`src/rtl/kwd_pkg.sv`:
```
package kwd_pkg;

  localparam logic [7:0] KEY_ARM  = 8'h55;
  localparam logic [7:0] KEY_FIRE = 8'hAA;

  // prescaler stages dropped by the test bypass
  localparam int BYPASS_STAGES = 2;

  // largest exponent of the rate table
  localparam int TOP_EXP = 23;

  typedef enum logic {
    KS_IDLE  = 1'b0,
    KS_ARMED = 1'b1
  } key_state_e;

  // timeout exponent for a rate code; 0 means stopped
  function automatic int rate_exp(input logic [2:0] code);
    case (code)
      3'd1:    return 13;
      3'd2:    return 15;
      3'd3:    return 17;
      3'd4:    return 19;
      3'd5:    return 21;
      3'd6:    return 22;
      3'd7:    return 23;
      default: return 0;
    endcase
  endfunction

endpackage

```
`src/rtl/kwd_ctrlreg.sv`:
```
module kwd_ctrlreg (
  input  logic       clk,
  input  logic       rst_n,
  input  logic       special,
  input  logic       wr,
  input  logic       wd_force,
  input  logic       wd_dis,
  input  logic [2:0] wd_rate,
  output logic [2:0] rate,
  output logic       dis,
  output logic       locked,
  output logic       force_hit,
  output logic       rate_load
);

  logic [2:0] rate_q;
  logic       dis_q;
  logic       lock_q;
  logic       rate_we;
  logic       dis_we;

  // normal mode: rate only, and only before the first write
  assign rate_we   = wr && (special || !lock_q);
  assign dis_we    = wr && special;
  assign force_hit = wr && special && wd_force;
  assign rate_load = rate_we && (wd_rate != rate_q);

  always_ff @(posedge clk or negedge rst_n) begin
    if (!rst_n) begin
      rate_q <= '0;
      dis_q  <= 1'b0;
      lock_q <= 1'b0;
    end else begin
      if (rate_we) rate_q <= wd_rate;
      if (dis_we)  dis_q  <= wd_dis;
      if (wr && !special) lock_q <= 1'b1;
    end
  end

  assign rate   = rate_q;
  assign dis    = dis_q;
  assign locked = lock_q;

endmodule

```
`src/rtl/kwd_keyseq.sv`:
```
module kwd_keyseq
  import kwd_pkg::*;
(
  input  logic       clk,
  input  logic       rst_n,
  input  logic       svc_wr,
  input  logic [7:0] wdata,
  input  logic       flush,
  output logic       service,
  output logic       bad_key,
  output logic       armed
);

  key_state_e st_q, st_d;

  always_comb begin
    st_d    = st_q;
    service = 1'b0;
    bad_key = 1'b0;
    if (svc_wr) begin
      if (wdata == KEY_ARM) begin
        st_d = KS_ARMED;
      end else if (wdata == KEY_FIRE) begin
        if (st_q == KS_ARMED) begin
          service = 1'b1;
          st_d    = KS_IDLE;
        end
      end else begin
        bad_key = 1'b1;
        st_d    = KS_IDLE;
      end
    end
    if (flush) st_d = KS_IDLE;
  end

  always_ff @(posedge clk or negedge rst_n) begin
    if (!rst_n) st_q <= KS_IDLE;
    else        st_q <= st_d;
  end

  assign armed = (st_q == KS_ARMED);

endmodule

```
`src/rtl/kwd_timebase.sv`:
```
module kwd_timebase
  import kwd_pkg::*;
#(
  parameter int EXP_TRIM = 0,
  localparam int CNT_W   = TOP_EXP - EXP_TRIM
) (
  input  logic             clk,
  input  logic             rst_n,
  input  logic [2:0]       rate,
  input  logic             byp,
  input  logic             clr,
  output logic             expire,
  output logic [CNT_W-1:0] cnt
);

  logic [CNT_W-1:0] cnt_q;
  logic [7:0]       hit_n;
  logic [7:0]       hit_b;

  assign hit_n[0] = 1'b0;
  assign hit_b[0] = 1'b0;

  // one terminal comparator per rate code, normal and bypassed
  for (genvar c = 1; c < 8; c++) begin : g_term
    localparam int EN = rate_exp(3'(c)) - EXP_TRIM;
    localparam int EB = EN - BYPASS_STAGES;
    localparam logic [63:0] TN64 = (64'd1 << EN) - 64'd1;
    localparam logic [63:0] TB64 = (64'd1 << EB) - 64'd1;
    localparam logic [CNT_W-1:0] TN = TN64[CNT_W-1:0];
    localparam logic [CNT_W-1:0] TB = TB64[CNT_W-1:0];
    assign hit_n[c] = (cnt_q == TN);
    assign hit_b[c] = (cnt_q == TB);
  end

  assign expire = byp ? hit_b[rate] : hit_n[rate];

  always_ff @(posedge clk or negedge rst_n) begin
    if (!rst_n)             cnt_q <= '0;
    else if (clr)           cnt_q <= '0;
    else if (rate != 3'd0)  cnt_q <= cnt_q + 1'b1;
  end

  assign cnt = cnt_q;

endmodule

```
`src/rtl/kwd_watchdog.sv`:
```
module kwd_watchdog
  import kwd_pkg::*;
#(
  parameter int EXP_TRIM = 0
) (
  input  logic       clk,
  input  logic       rst_n,
  input  logic       mode_special,
  input  logic       test_bypass,
  input  logic       bus_wr,
  input  logic       bus_addr,
  input  logic [7:0] bus_wdata,
  output logic [7:0] bus_rdata,
  output logic       wdt_rst_req
);

  localparam int CNT_W = TOP_EXP - EXP_TRIM;

  logic [2:0]       rate_w;
  logic             dis_w;
  logic             locked_w;
  logic             force_hit;
  logic             rate_load;
  logic             service;
  logic             bad_key;
  logic             armed_w;
  logic             expire;
  logic [CNT_W-1:0] cnt_w;
  logic             req_c;
  logic             req_q;
  logic             cnt_clr;

  kwd_ctrlreg u_ctrl (
    .clk       (clk),
    .rst_n     (rst_n),
    .special   (mode_special),
    .wr        (bus_wr && !bus_addr),
    .wd_force  (bus_wdata[7]),
    .wd_dis    (bus_wdata[6]),
    .wd_rate   (bus_wdata[2:0]),
    .rate      (rate_w),
    .dis       (dis_w),
    .locked    (locked_w),
    .force_hit (force_hit),
    .rate_load (rate_load)
  );

  kwd_keyseq u_keys (
    .clk     (clk),
    .rst_n   (rst_n),
    .svc_wr  (bus_wr && bus_addr),
    .wdata   (bus_wdata),
    .flush   (req_c),
    .service (service),
    .bad_key (bad_key),
    .armed   (armed_w)
  );

  kwd_timebase #(.EXP_TRIM(EXP_TRIM)) u_tb (
    .clk    (clk),
    .rst_n  (rst_n),
    .rate   (rate_w),
    .byp    (mode_special && test_bypass),
    .clr    (cnt_clr),
    .expire (expire),
    .cnt    (cnt_w)
  );

  // a request needs a running rate, no disable, and no pulse in flight
  assign req_c   = (rate_w != 3'd0) && !dis_w && !req_q &&
                   (expire || bad_key || force_hit);
  assign cnt_clr = req_c || expire || service || rate_load;

  always_ff @(posedge clk or negedge rst_n) begin
    if (!rst_n) req_q <= 1'b0;
    else        req_q <= req_c;
  end

  assign wdt_rst_req = req_q;
  assign bus_rdata   = bus_addr ? 8'h00 : {1'b0, dis_w, 3'b000, rate_w};

endmodule

```
`config.mk`:
```
export PLATFORM = sky130hd
export DESIGN_NAME = kwd_watchdog
export DESIGN_NICKNAME = d
export VERILOG_FILES = /design/src/rtl/kwd_pkg.sv /design/src/rtl/kwd_ctrlreg.sv /design/src/rtl/kwd_keyseq.sv /design/src/rtl/kwd_timebase.sv /design/src/rtl/kwd_watchdog.sv
export SDC_FILE = /design/constraint.sdc
export NUM_CORES = 1
export LEC_CHECK = 0
export BUFFER_PORTS_ARGS = -buffer_cell sky130_fd_sc_hd__buf_4
export CORE_AREA = 2 2 61 63
export CTS_CLUSTER_SIZE = 24
export DETAILED_ROUTE_END_ITERATION = 6
export DIE_AREA = 0 0 63 65
export MAX_ROUTING_LAYER = met4
export PLACE_DENSITY_LB_ADDON = 0.05
export SLEW_MARGIN = 25
export SYNTH_ARGS = -nofsm -noshare
export SYNTH_HDL_FRONTEND = slang
export SYNTH_SLANG_ARGS = --single-unit
```
`constraint.sdc`:
```
create_clock -name clk -period 3.42 [get_ports clk]
set_input_delay 0.684 -clock clk [delete_from_list [all_inputs] [get_ports clk]]
set_output_delay 0.684 -clock clk [all_outputs]
set_load 0.01 [all_outputs]
```
### Yosys cells after proc, flatten, opt, wreduce, memory -nomap -nowiden

Index checks and enable logic that the tools add are counted.
W data, S select, Z words.

* bits in registers: 30
* bits in latches: 0
* bits in writable memories: 0
* memory bits (read-only): 0
* input bits: 14
* output and inout port bits: 9
* logic and storage cells: 63
* memories: 0

* add/sub/neg operators: 1
* multipliers: 0
* divide/modulo/power cells: 0
* $lt $le $gt $ge: 1
* equal/unequal tests: 12
* shift operators: 0
* multiplexer cells: 18
* bitwise operators: 0
* reductions and logical operators: 25

Operators with widths (number)
* $mux W23: 2
* $add A23 B1 Y23 const B: 1
* $eq A23 B11 Y1 const B: 1
* $eq A23 B13 Y1 const B: 1
* $eq A23 B15 Y1 const B: 1
* $eq A23 B17 Y1 const B: 1
* $eq A23 B19 Y1 const B: 1
* $eq A23 B20 Y1 const B: 1
* $eq A23 B21 Y1 const B: 1
* $eq A23 B22 Y1 const B: 1
* $eq A23 B23 Y1 const B: 1
* $mux W1: 13
* $logic_and A1 B1 Y1: 11
* $eq A8 B7 Y1 const B: 1
* $eq A8 B8 Y1 const B: 1
* $mux W7: 1
* $bmux W1 S3: 2
* $logic_or A1 B1 Y1: 6
* $logic_not A1 Y1: 5
* $lt A3 B4 Y1 const B: 1
* $reduce_bool A2 Y1: 2
* $ne A3 B3 Y1: 1
* $reduce_bool A3 Y1: 1

### Depth between registers and ports, before layout

Gate-level depths: netlist of the first run.

* depth after elaboration: 11
* gate-level depth with buffers: 9
* gate-level depth less buffers: 7

### Cells and area by module

From an unflattened synthesis of the first run, not the netlist that was laid out.

* cell total of the unflattened synthesis: 208
* area total of the unflattened synthesis: 1890.6 µm²

By module, submodules not included
* kwd_timebase: instances 1, cells an instance 156, area each 1375.1 µm², seq. area each 575.6 µm²
* kwd_ctrlreg: instances 1, cells an instance 19, area each 257.7 µm², seq. area each 125.1 µm²
* kwd_watchdog: instances 1, cells an instance 20, area each 140.1 µm², seq. area each 25.0 µm²
* kwd_keyseq: instances 1, cells an instance 13, area each 117.6 µm², seq. area each 25.0 µm²

### Least setup slack after synthesis of the first run

OpenSTA, ideal clock, no wires.

* kind: reg-to-reg
* start point: register u_tb.cnt_q[0] (netlist: u_tb.cnt[0])
* end point: register u_keys.st_q (netlist: u_keys.armed)
* setup time: 0.121 ns
* data arrival time: 2.251 ns
* data required time: 3.299 ns
* setup slack: 1.048 ns
* cell stages (with the launch flop): 8
* buffers on the path: 0
* period minus slack after synthesis: 2.372 ns
* path through: dfrtp_1 > ha_1 > nand3_1 > or4_1 > or4b_1 > a22o_1 > and3_1 > a22o_1

* longest elaborated chain between the ends: 8
* elaborated cells between the ends (all ways): 19
* those cells by class: eq/ne: 9; mux: 6; reduce/logical: 4

RTL lines
* start, declared: RTL line kwd_timebase.sv:16 `logic [CNT_W-1:0] cnt_q;`
* start signal, assigned: RTL line kwd_timebase.sv:40 `else if (rate != 3'd0) cnt_q <= cnt_q + 1'b1;`
* $eq A23 B13 Y1 (tied with other cells): RTL line kwd_timebase.sv:31, kwd_timebase.sv:32
* $bmux W1 S3: RTL line kwd_timebase.sv:35 `assign expire = byp ? hit_b[rate] : hit_n[rate];`
* $mux W1 (implied by the code): RTL line kwd_timebase.sv:35
* $mux W1 (*): RTL line kwd_timebase.sv:35
* $logic_or A1 B1 Y1 (*) (2 in series): RTL line kwd_watchdog.sv:71 `(expire || bad_key || force_hit);`
* $logic_and A1 B1 Y1 (*): RTL line kwd_watchdog.sv:70 `assign req_c = (rate_w != 3'd0) && !dis_w && !req_q &&`
* $mux W1 or $reduce_bool A2 Y1 (tied branches)
* end signal, assigned: RTL line kwd_keyseq.sv:38 `else st_q <= st_d;`
* end, declared: RTL line kwd_keyseq.sv:14 `key_state_e st_q, st_d;`

Mark *: on every way between the ends. The rest lies on a longest branch, timed or not. The select of a mux whose other input is x is not followed.
A chain may end at the register's enable or synchronous reset.

### Final worst setup path of the first run

* start point: register u_tb.cnt_q[20] (netlist: u_tb.cnt[20])
* end point: register u_tb.cnt_q[22] (netlist: u_tb.cnt[22])

* longest elaborated chain between the ends: 11
* elaborated cells between the ends (all ways): 24
* those cells by class: add/sub: 1; eq/ne: 9; mux: 7; reduce/logical: 7

RTL lines
* $eq A23 B13 Y1 (tied with other cells): RTL line kwd_timebase.sv:31, kwd_timebase.sv:32
* $bmux W1 S3: RTL line kwd_timebase.sv:35
* $mux W1 (implied by the code): RTL line kwd_timebase.sv:35
* $mux W1: RTL line kwd_timebase.sv:35
* $logic_or A1 B1 Y1 (2 in series): RTL line kwd_watchdog.sv:71
* $logic_and A1 B1 Y1: RTL line kwd_watchdog.sv:70
* $logic_or A1 B1 Y1 (3 in series): RTL line kwd_watchdog.sv:72 `assign cnt_clr = req_c || expire || service || rate_load;`
* $mux W23 or $reduce_bool A2 Y1 (tied branches)

Parallel ways exist; a longest one is shown, timed or not. The select of a mux whose other input is x is not followed.

==> results of run 1 <==
-- cells in the mapped netlist, drive strengths merged, types with 2 or more instances --
master / instances / area (µm²)
buf: 8 / 62.6
nor2b: 5 / 31.3
dfrtp: 30 / 751
inv: 3 / 11.3
nand2: 18 / 67.6
nand4: 6 / 52.6
mux2: 3 / 33.8
clkbuf: 8 / 30.0
o211ai: 2 / 20.0
a211oi: 2 / 15.0
a31oi: 2 / 12.5
or4: 3 / 26.3
a21oi: 4 / 20.0
and3: 4 / 25.0
nor2: 37 / 139
or3: 5 / 31.3
and2: 2 / 12.5
nor3: 8 / 40.0
o21ai: 2 / 10.0
xnor2: 14 / 123
o2111ai: 2 / 17.5
nor4bb: 4 / 40.0
nand3: 9 / 45.0
nor4b: 3 / 26.3
or3b: 2 / 17.5
a22o: 2 / 17.5
xor2: 13 / 114
-- final timing paths --
| path | cells past startpoint | endpoint | slack (ps) | startpoint |
|---|---|---|---|---|
| worst max-delay path | 7 | u_tb.cnt[22] | 730 | u_tb.cnt[20] |
| worst min-delay path | 1 | u_ctrl.locked | 260 | rst_n |
| worst max register to register | 7 | u_tb.cnt[22] | 730 | u_tb.cnt[20] |
| worst min register to register | 1 | u_ctrl.locked | 460 | u_ctrl.locked |
| max in group asynchronous | 1 | u_tb.cnt[9] | 2870 | rst_n |
| min in group clk | 1 | u_ctrl.locked | 460 | u_ctrl.locked |
-- layer usage --
layer / track usage, % / wire, µm
met1: 27.0 / 1750
met2: 38.6 / 2040
met3: 5.90 / 192
met4: 11.4 / 97
met5: - / 0
-- metrics by stage --
step / total power [mW] / cells / util, % / setup slack [ps]
after floorplan: 0.586 / 220 / - / 1050
after global placement: 0.642 / 275 / 59.8 / 751
after detailed placement: 0.651 / 275 / 59.8 / 700
after CTS: 0.869 / 283 / 61.5 / 751
after global routing: 0.918 / 283 / 61.5 / 545
final: 0.862 / 283 / 61.5 / 731
-- power by group through the flow --
stage / Sequential [mW] / Combinational (mW) / Clock [mW]
3_5_place_dp: 0.433 / 0.218 / 0
5_1_grt: 0.432 / 0.244 / 0.242
3_3_place_gp: 0.430 / 0.211 / 0
6_report: 0.426 / 0.219 / 0.218
4_1_cts: 0.425 / 0.219 / 0.224
2_1_floorplan: 0.411 / 0.175 / 0
-- cell families (layout without fill, tap and decap cells) --
group / after synthesis / count (layout)
AOI/OAI and AO/OA: 23 / 23
xor gates and xnor gates: 27 / 27
adders and majority gates: 1 / 1
buffers and inverters: 19 / 34
DFF: 30 / 30
muxes: 3 / 3
other: 1 / 4
and+or+nand+nor: 113 / 113
-- registers in the layout, summed over array words and instances, names as in the netlist --
register,cells
u_ctrl.locked,1
u_tb.cnt,23
wdt_rst_req,1
u_ctrl.rate,3
u_ctrl.dis,1
u_keys.armed,1
-- critical path, stage by stage (launching register included) --
cell and delay, ps:
dfrtp_1 500, or4_4 580, nor4_4 280, nand4_1 170
o21a_1 220, o211ai_2 460, buf_4 290, nor2_1 70
-- layout make-up --
type	instances	area (µm²)	area share, %
multi-input cells	171	1100	51.0
well taps	48	60.1	2.79
repair buffers	23	173	8.03
clock buffers	7	55.1	2.56
clock inverters	1	5.00	0.233
inverters	3	11.3	0.524
flip-flops and latches	30	751	34.9
==> impl_metrics.tcl, run 1 <==
set metrics [dict create \
    power_per_cell_area_nw_per_um2 401 \
    die_w_um 63 \
    ys_ff_latch 30 \
    final-setup-viol-count 0 \
    cts_setup_buffers 0 \
    combPwrFrac_pct 25.4 \
    place.gp.congestion 0.954 \
    internal_power_mw 0.589 \
    power.share.switching_pct 31.7 \
    yosysWarnings 0 \
    syn_avg_cell_area_um2 8.94 \
    start_kind "flip-flop" \
    drive_gt1_share_pct 17.4 \
    core_um2 3500 \
    final.fill_count 303 \
    peakVddDrop_uv 253 \
    p_leak_nw 0.905 \
    nNetsFinal 249 \
    final.period_utilization_pct 78.6 \
    antenna_found_initial 0 \
    drv.max_cap_violation_count 0 \
    synthFlopType "dfrtp_1" \
    worstPathRequired_ps 3630 \
    grt_pass1_vias 1663 \
    vias 1611 \
    cts-root-buf "clkbuf_4" \
    cts_buffers 5 \
    cts.clk_slew.worst_paths_ps 90 \
    fin_skew_ps 7.71 \
    hold_viol 0 \
    io_pins 23 \
    hp-class "in -> async" \
    drtIter0Drc 142 \
    grt_max_degree 31 \
    cts_tree "built" \
    wl_per_cell_um 14.4 \
    antenna_left 0 \
    clock_sinks 30 \
    clock_power_share_pct 25.3 \
    switchingPower_mw 0.273 \
    cts_max_level 2 \
    drc_errors 0 \
    hpwlAfterDp_um 3020 \
    n_antenna_cell 0 \
    start_util_pct 55.5 \
    max_slew_margin_pct 55.5 \
    dr.pass1.iters 4 \
    synthMuxAreaShare_pct 1.74 \
    overflow 0 \
    clk_path_buf_depth 2 \
    synthAdderAreaFrac_pct 0.645 \
    layout_min_cycle_time_ps 2690 \
    dpl_cell_area_um2 2090 \
    row_count 22 \
    stdcell_area_um2 2150 \
    synth-compound-area-share_pct 8.97 \
    fmax_ghz 0.372 \
    ys_seq_area_share_pct 38.7 \
    synth_top_family_by_area "simple AND/OR/NAND/NOR gates" \
    via_per_inst 5.69 \
    cp-end-kind "flip-flop" \
    syn_area_um2 1940 \
    port_buffers 18 \
    maxSlewViolCount 0 \
    post_synth_num_cell_types 48 \
    status "completed" \
    die_h_um 65 \
    track_usage_pct 23.5 \
    clk_latency_ps 330 \
    synth_edf_count 0 \
    synth_xor_area_share_pct 12.2 \
    hold_buffers 0 \
    critPathArrivalTime_ps 2900 \
    final_common_cell "nor2_1" \
    totalWireLength_um 4090 \
    holdWs_ps 263 \
    rsz0062_at_grt "no" \
    path_class "reg -> reg" \
    critPathMaxFanout 13 \
    synth-simple-area-share_pct 32.2 \
    most-common-layout-cells "nor2_1, dfrtp_1, buf_4" \
    cts_resized 0 \
    synthCells 217 \
    tns_ps 0 \
    seq_power_share_pct 49.4 \
    async_flop_share_pct 100 \
    tightest_slew_ps 662 \
    syn_to_final_growth_pct 10.9 \
    grt_pass1_wl_um 7290 \
    die_area_um2 4100 \
]
(Power assumes the default switching activity.)
==> inputs of run 2 (changes only) <==
clock period = 2.5 ns   (was 3.42 ns; I/O delays follow)
==> run 2 against run 1 <==
Against the previous run:
- combinational power increased by 74%
- non-clock buffer count grew 18
- maximum frequency rose by 10%
- design area rose by 8.5%
- sequential power is 34% higher
- cell count is 6.4% higher
- setup slack worse by 670 ps
- clock skew is 1.5 ps lower
- total power increased by 45%
- via count grew 5.5%
- sequential share of layout area is 2.6 points lower
- clock-buffer cell count fell by 1
==> impl_metrics.tcl, run 2 (synthesized netlist as in run 1, its figures left out) <==
set metrics [dict create \
    final.fill_count 304 \
    cp_slowest_stage_delay_ps 570 \
    combPwrFrac_pct 30.4 \
    cts-root-buf "clkbuf_4" \
    antenna_left 0 \
    critPathMaxFanout 5 \
    power_per_cell_area_nw_per_um2 537 \
    clock_sinks 30 \
    internal_power_mw 0.858 \
    rsz0062_at_grt "yes" \
    grt_pass1_wl_um 7280 \
    nNetsFinal 267 \
    layout_min_cycle_time_ps 2440 \
    r2r_cells 6 \
    via_per_inst 5.64 \
    die_area_um2 4100 \
    stdcell_area_um2 2330 \
    start_kind "flip-flop" \
    setup_ws_ps 57.2 \
    hold_buffers 0 \
    power.share.switching_pct 31.6 \
    hp-class "in -> async" \
    crit-reg2reg-capture "u_keys.armed" \
    path_class "reg -> reg" \
    maxSlewViolCount 0 \
    cts.clk_slew.worst_paths_ps 90 \
    switchingPower_mw 0.395 \
    cts_max_level 2 \
    wl_per_cell_um 14.3 \
    n_antenna_cell 0 \
    drive_gt1_share_pct 25.7 \
    track_usage_pct 23.4 \
    grt_pass1_vias 1634 \
    most-common-layout-cells "buf_4, nor2_1, dfrtp_1" \
    tns_ps 0 \
    post-route-util_pct 66.8 \
    final-setup-viol-count 0 \
    seq_power_share_pct 45.5 \
    fmax_ghz 0.409 \
    clk_path_buf_depth 2 \
    clock_power_share_pct 24.1 \
    hpwlAfterDp_um 3230 \
    crit_path_cell_trace "or4_4 > nor4_4 > nand4_1 > o21a_1 > or3b_4 > a22o_1" \
    largest_register_ffs 23 \
    start_util_pct 55.5 \
    cp-end-kind "flip-flop" \
    final_common_cell "buf_4" \
    overflow 0 \
    row_count 22 \
    worstPathRequired_ps 2720 \
    dpl_cell_area_um2 2210 \
    place.gp.congestion 0.965 \
    peakVddDrop_uv 297 \
    syn_to_final_growth_pct 20.3 \
    grt_max_degree 31 \
    critPathArrivalTime_ps 2660 \
    cts_tree "built" \
    clk_latency_ps 330 \
    port_buffers 18 \
    crit_path_top_delay_cell "or4_4" \
    die_w_um 63 \
    antenna_found_initial 0 \
    max_slew_margin_pct 63.1 \
    status "completed" \
    core_um2 3500 \
    p_leak_nw 1.00 \
    drtIter0Drc 73 \
    power_mw 1.25 \
    fin_skew_ps 6.23 \
    drv.max_cap_violation_count 0 \
    hold_viol 0 \
    die_h_um 65 \
    final.period_utilization_pct 97.7 \
    drc_errors 0 \
    dr.pass1.iters 4 \
    vias 1699 \
    tightest_slew_ps 550 \
    dp_slack_ps 96.7 \
    r2r_setup_slack_ps 60 \
    cts_buffers 5 \
    reg2reg_from "u_tb.cnt[17]" \
    io_pins 23 \
    totalWireLength_um 4320 \
]
[run 2: cell types whose count changed in the layout (fill, tap and decap cells not counted), sizes merged]
cell | previous run | this run
buf | 23 | 41
clkbuf | 7 | 6
clkinvlp | 0 | 1
[run 2: power by group through the flow]
stage	sequential, mW	clock (mW)	combinational [mW]
6_report	0.570	0.302	0.381
5_1_grt	0.578	0.336	0.417
4_1_cts	0.571	0.314	0.362
3_3_place_gp	0.577	0	0.354
3_5_place_dp	0.580	0	0.360
2_1_floorplan	0.562	0	0.240
[run 2: cell type report]
type / count / area [µm²] / area share (%)
multi-input combinational: 171 / 1110 / 47.7
sequential: 30 / 753 / 32.3
timing repair buffer: 41 / 333 / 14.3
tap: 48 / 60.1 / 2.57
clock buffer: 6 / 51.3 / 2.20
clock inverter: 2 / 12.5 / 0.536
inverter: 3 / 11.3 / 0.483
[run 2: repair_timing]
item | 4_1_cts | 5_1_grt
endpoints found under the setup margin | 0 | 8
setup buffers | 0 | 6
gates resized for setup | 0 | 7
[run 2: per-layer routing]
metal / global-route usage, % / vias up / part of all wire (%) / routed length [µm]
met5: - / - / 0 / 0
met4: 9.72 / 0 / 1.2 / 51
met3: 5.03 / 9 / 5.2 / 223
met2: 38.7 / 46 / 49 / 2130
met1: 27.8 / 825 / 44 / 1910
li1: - / 819 / - / -
[run 2: stage by stage]
stage / hold WS [ps] / instances
6_report: 81.5 / 301
2_1_floorplan: 204 / 220
3_5_place_dp: 447 / 287
3_3_place_gp: 433 / 287
4_1_cts: 82.4 / 295
5_1_grt: 88.1 / 301
[run 2: worst max path at each step]
stage / cells after the start / start / to
floorplan: 7 / u_tb.cnt[0] / u_keys.armed
global placement: 6 / u_tb.cnt[19] / u_keys.armed
detailed placement: 6 / u_tb.cnt[19] / u_keys.armed
CTS: 6 / u_tb.cnt[19] / u_keys.armed
global route: 6 / u_tb.cnt[20] / u_keys.armed
finish: 6 / u_tb.cnt[17] / u_keys.armed
[run 2: worst max-delay path: cells and delay by family (launching register included)]
family             cells  cell delay [ps]
and+or+nand+nor        4             1480
DFF                    1              440
AOI/OAI and AO/OA      2              420
==> inputs of run 3 (changes only) <==
ABC_AREA = 1   (was not set)
CORE_AREA = 2 2 63 65   (was 2 2 61 63)
DIE_AREA = 0 0 65 67   (was 0 0 63 65)
==> run 3 against run 2 <==
Against the previous run:
- die area rose by 6.3%
- maximum frequency rose by 18%
- sequential share of layout area is 0.14 points higher
- flip-flop and latch count is the same
- largest cell class unchanged
- hold slack improved by 55 ps
- critical path depth increased by 6
- design area is 0.75% lower
- non-clock buffer count shrank 21
- first-iteration DRC count is 140% higher
- total power up 1.5%
- clock power up 34%
==> impl_metrics.tcl, run 3 <==
set metrics [dict create \
    status "completed" \
    die_h_um 67 \
    reg2reg_from "u_tb.cnt[0]" \
    antenna_left 0 \
    die_w_um 65 \
    maxSlewViolCount 0 \
    grt_pass1_vias 1697 \
    largest_register_ffs 23 \
    cts_max_level 2 \
    r2r_cells 12 \
    max_slew_margin_pct 56.7 \
    most-common-layout-cells "nand2_1, nor2_1, inv_1" \
    critPathTopFamily "simple AND/OR/NAND/NOR gates" \
    async_flop_share_pct 100 \
    track_usage_pct 23.2 \
    hold_buffers 0 \
    cts_setup_buffers 0 \
    start_kind "flip-flop" \
    clock_sinks 30 \
    syn_avg_cell_area_um2 7.09 \
    start_util_pct 57.2 \
    drtIter0Drc 173 \
    rsz0062_at_grt "no" \
    drive_gt1_share_pct 15.4 \
    hpwlAfterDp_um 3300 \
    syn_area_um2 2060 \
    crit-reg2reg-capture "u_tb.cnt[12]" \
    peakVddDrop_uv 466 \
    vias 1880 \
    clk_path_buf_depth 2 \
    final_common_cell "nand2_1" \
    drv.max_cap_violation_count 0 \
    syn_to_final_growth_pct 12.2 \
    seq_power_share_pct 44.7 \
    internal_power_mw 0.862 \
    grt_max_degree 31 \
    final.period_utilization_pct 83.0 \
    wl_per_cell_um 12.5 \
    crit_buf_inv 0 \
    cts.clk_slew.worst_paths_ps 60 \
    hold_viol 0 \
    antenna_found_initial 0 \
    r2r_setup_slack_ps 420 \
    cts_buffers 5 \
    critPathMaxFanout 23 \
    synthCells 291 \
    post-route-util_pct 64.2 \
    crit_start "u_tb.cnt[0]" \
    drc_errors 0 \
    final-setup-viol-count 0 \
    ys_seq_area_share_pct 36.4 \
    dpl_cell_area_um2 2210 \
    cts_tree "built" \
    via_per_inst 5.22 \
    hp-class "in -> async" \
    die_area_um2 4360 \
    switchingPower_mw 0.410 \
    tns_ps 0 \
    tightest_slew_ps 650 \
    cts-root-buf "clkbuf_8" \
    yosysTopAreaCellShare_pct 36.4 \
    final_cells 360 \
    nNetsFinal 326 \
    power_per_cell_area_nw_per_um2 549 \
    ys_ff_latch 30 \
    overflow 0 \
    row_count 22 \
    totalWireLength_um 4490 \
    grt_pass1_wl_um 7520 \
    synth_area_leaders "dfrtp_1, nand2_1, nor2_1" \
    core_um2 3610 \
    path_class "reg -> reg" \
    fmax_ghz 0.482 \
    post_synth_num_cell_types 33 \
    cpMostUsedCell "nand2_1" \
    stdcell_area_um2 2320 \
    place_inst 352 \
    yosysWarnings 0 \
    yosys-top-cells-count "nand2_1, nor2_1, inv_1, dfrtp_1, nand3_1" \
    synthFlopType "dfrtp_1" \
    port_buffers 18 \
    clock_power_share_pct 31.9 \
    dr.pass1.iters 5 \
    critPathArrivalTime_ps 2270 \
    place.gp.congestion 0.859 \
    n_antenna_cell 0 \
    fin_skew_ps 6.57 \
    crit_path_cell_trace "ha_1 > nand2_1 > nor2_1 > nand2_2 > nor2_4 > nand2_1 > nand2_1 > nand3_1 > nand3_1 > nand2_1 > o2111ai_4 > nor2_1" \
    synth_edf_count 0 \
    clk_latency_ps 280 \
    cp-end-kind "flip-flop" \
    crit_path_top_delay_cell "dfrtp_1" \
    p_leak_nw 1.03 \
    combPwrFrac_pct 23.5 \
    power.share.switching_pct 32.2 \
    cp_slowest_stage_delay_ps 400 \
    io_pins 23 \
    layout_min_cycle_time_ps 2080 \
    final.fill_count 356 \
    worstPathRequired_ps 2690 \
    cts_resized 0 \
    yosys.area.top_type "dfrtp_1" \
    yosysMostFrequentCell "nand2_1" \
]
## run 3: worst max-delay path by stage
stage / endpoint / slack, ps / cells after the start
5_1_grt: u_tb.cnt[15] / 170 / 12
3_3_place_gp: u_tb.cnt[1] / 270 / 12
2_1_floorplan: u_tb.cnt[11] / 760 / 13
3_5_place_dp: u_tb.cnt[12] / 200 / 12
4_1_cts: u_tb.cnt[12] / 170 / 12
6_report: u_tb.cnt[12] / 420 / 12
## run 3: worst register-to-register path: stages (launching register included)
cell	delay (ps)
dfrtp_1	400
ha_1	230
nand2_1	70
nor2_1	40
nand2_2	150
nor2_4	80
nand2_1	80
nand2_1	50
nand3_1	70
nand3_1	90
nand2_1	160
o2111ai_4	340
nor2_1	240
## run 3: area by class of cell
type	instances	area, µm²	area share [%]
clock buffer	6	82.6	3.57
clock inverter	2	12.5	0.540
inverter	35	131	5.67
timing repair buffer	20	150	6.48
multi-input combinational	219	1130	48.7
sequential	30	751	32.4
tap	48	60.1	2.59
## run 3: stage by stage
step | setup WS [ps] | power [mW] | hold WS, ps
3_5_place_dp | 197 | 0.867 | 450
6_report | 424 | 1.27 | 136
4_1_cts | 172 | 1.28 | 146
5_1_grt | 165 | 1.35 | 170
2_1_floorplan | 756 | 0.794 | 204
3_3_place_gp | 275 | 0.865 | 446
## run 3: kinds of logic after synthesis
family	count (synthesis)	synth area share, %
compound gates	19	5.58
simple gates	175	38.7
other cells	1	0.182
fa+ha+maj	1	0.606
mux	1	0.485
xor+xnor	19	8.07
flops	30	36.4
buf+inv	45	10.0
## run 3: power by group through the flow
stage	Sequential [mW]	Combinational [mW]	Clock (mW)
6_report	0.568	0.298	0.405
5_1_grt	0.574	0.342	0.431
4_1_cts	0.568	0.292	0.417
3_5_place_dp	0.577	0.290	0
3_3_place_gp	0.575	0.289	0
2_1_floorplan	0.559	0.235	0
## run 3: layer usage
layer	vias up	track usage (%)	part of all wire [%]	routed length, µm
met2	47	36.9	46	2050
met1	877	31.1	48	2170
li1	948	-	-	-
met4	0	4.79	1.2	55
met3	8	4.56	4.7	213
met5	-	-	0	0
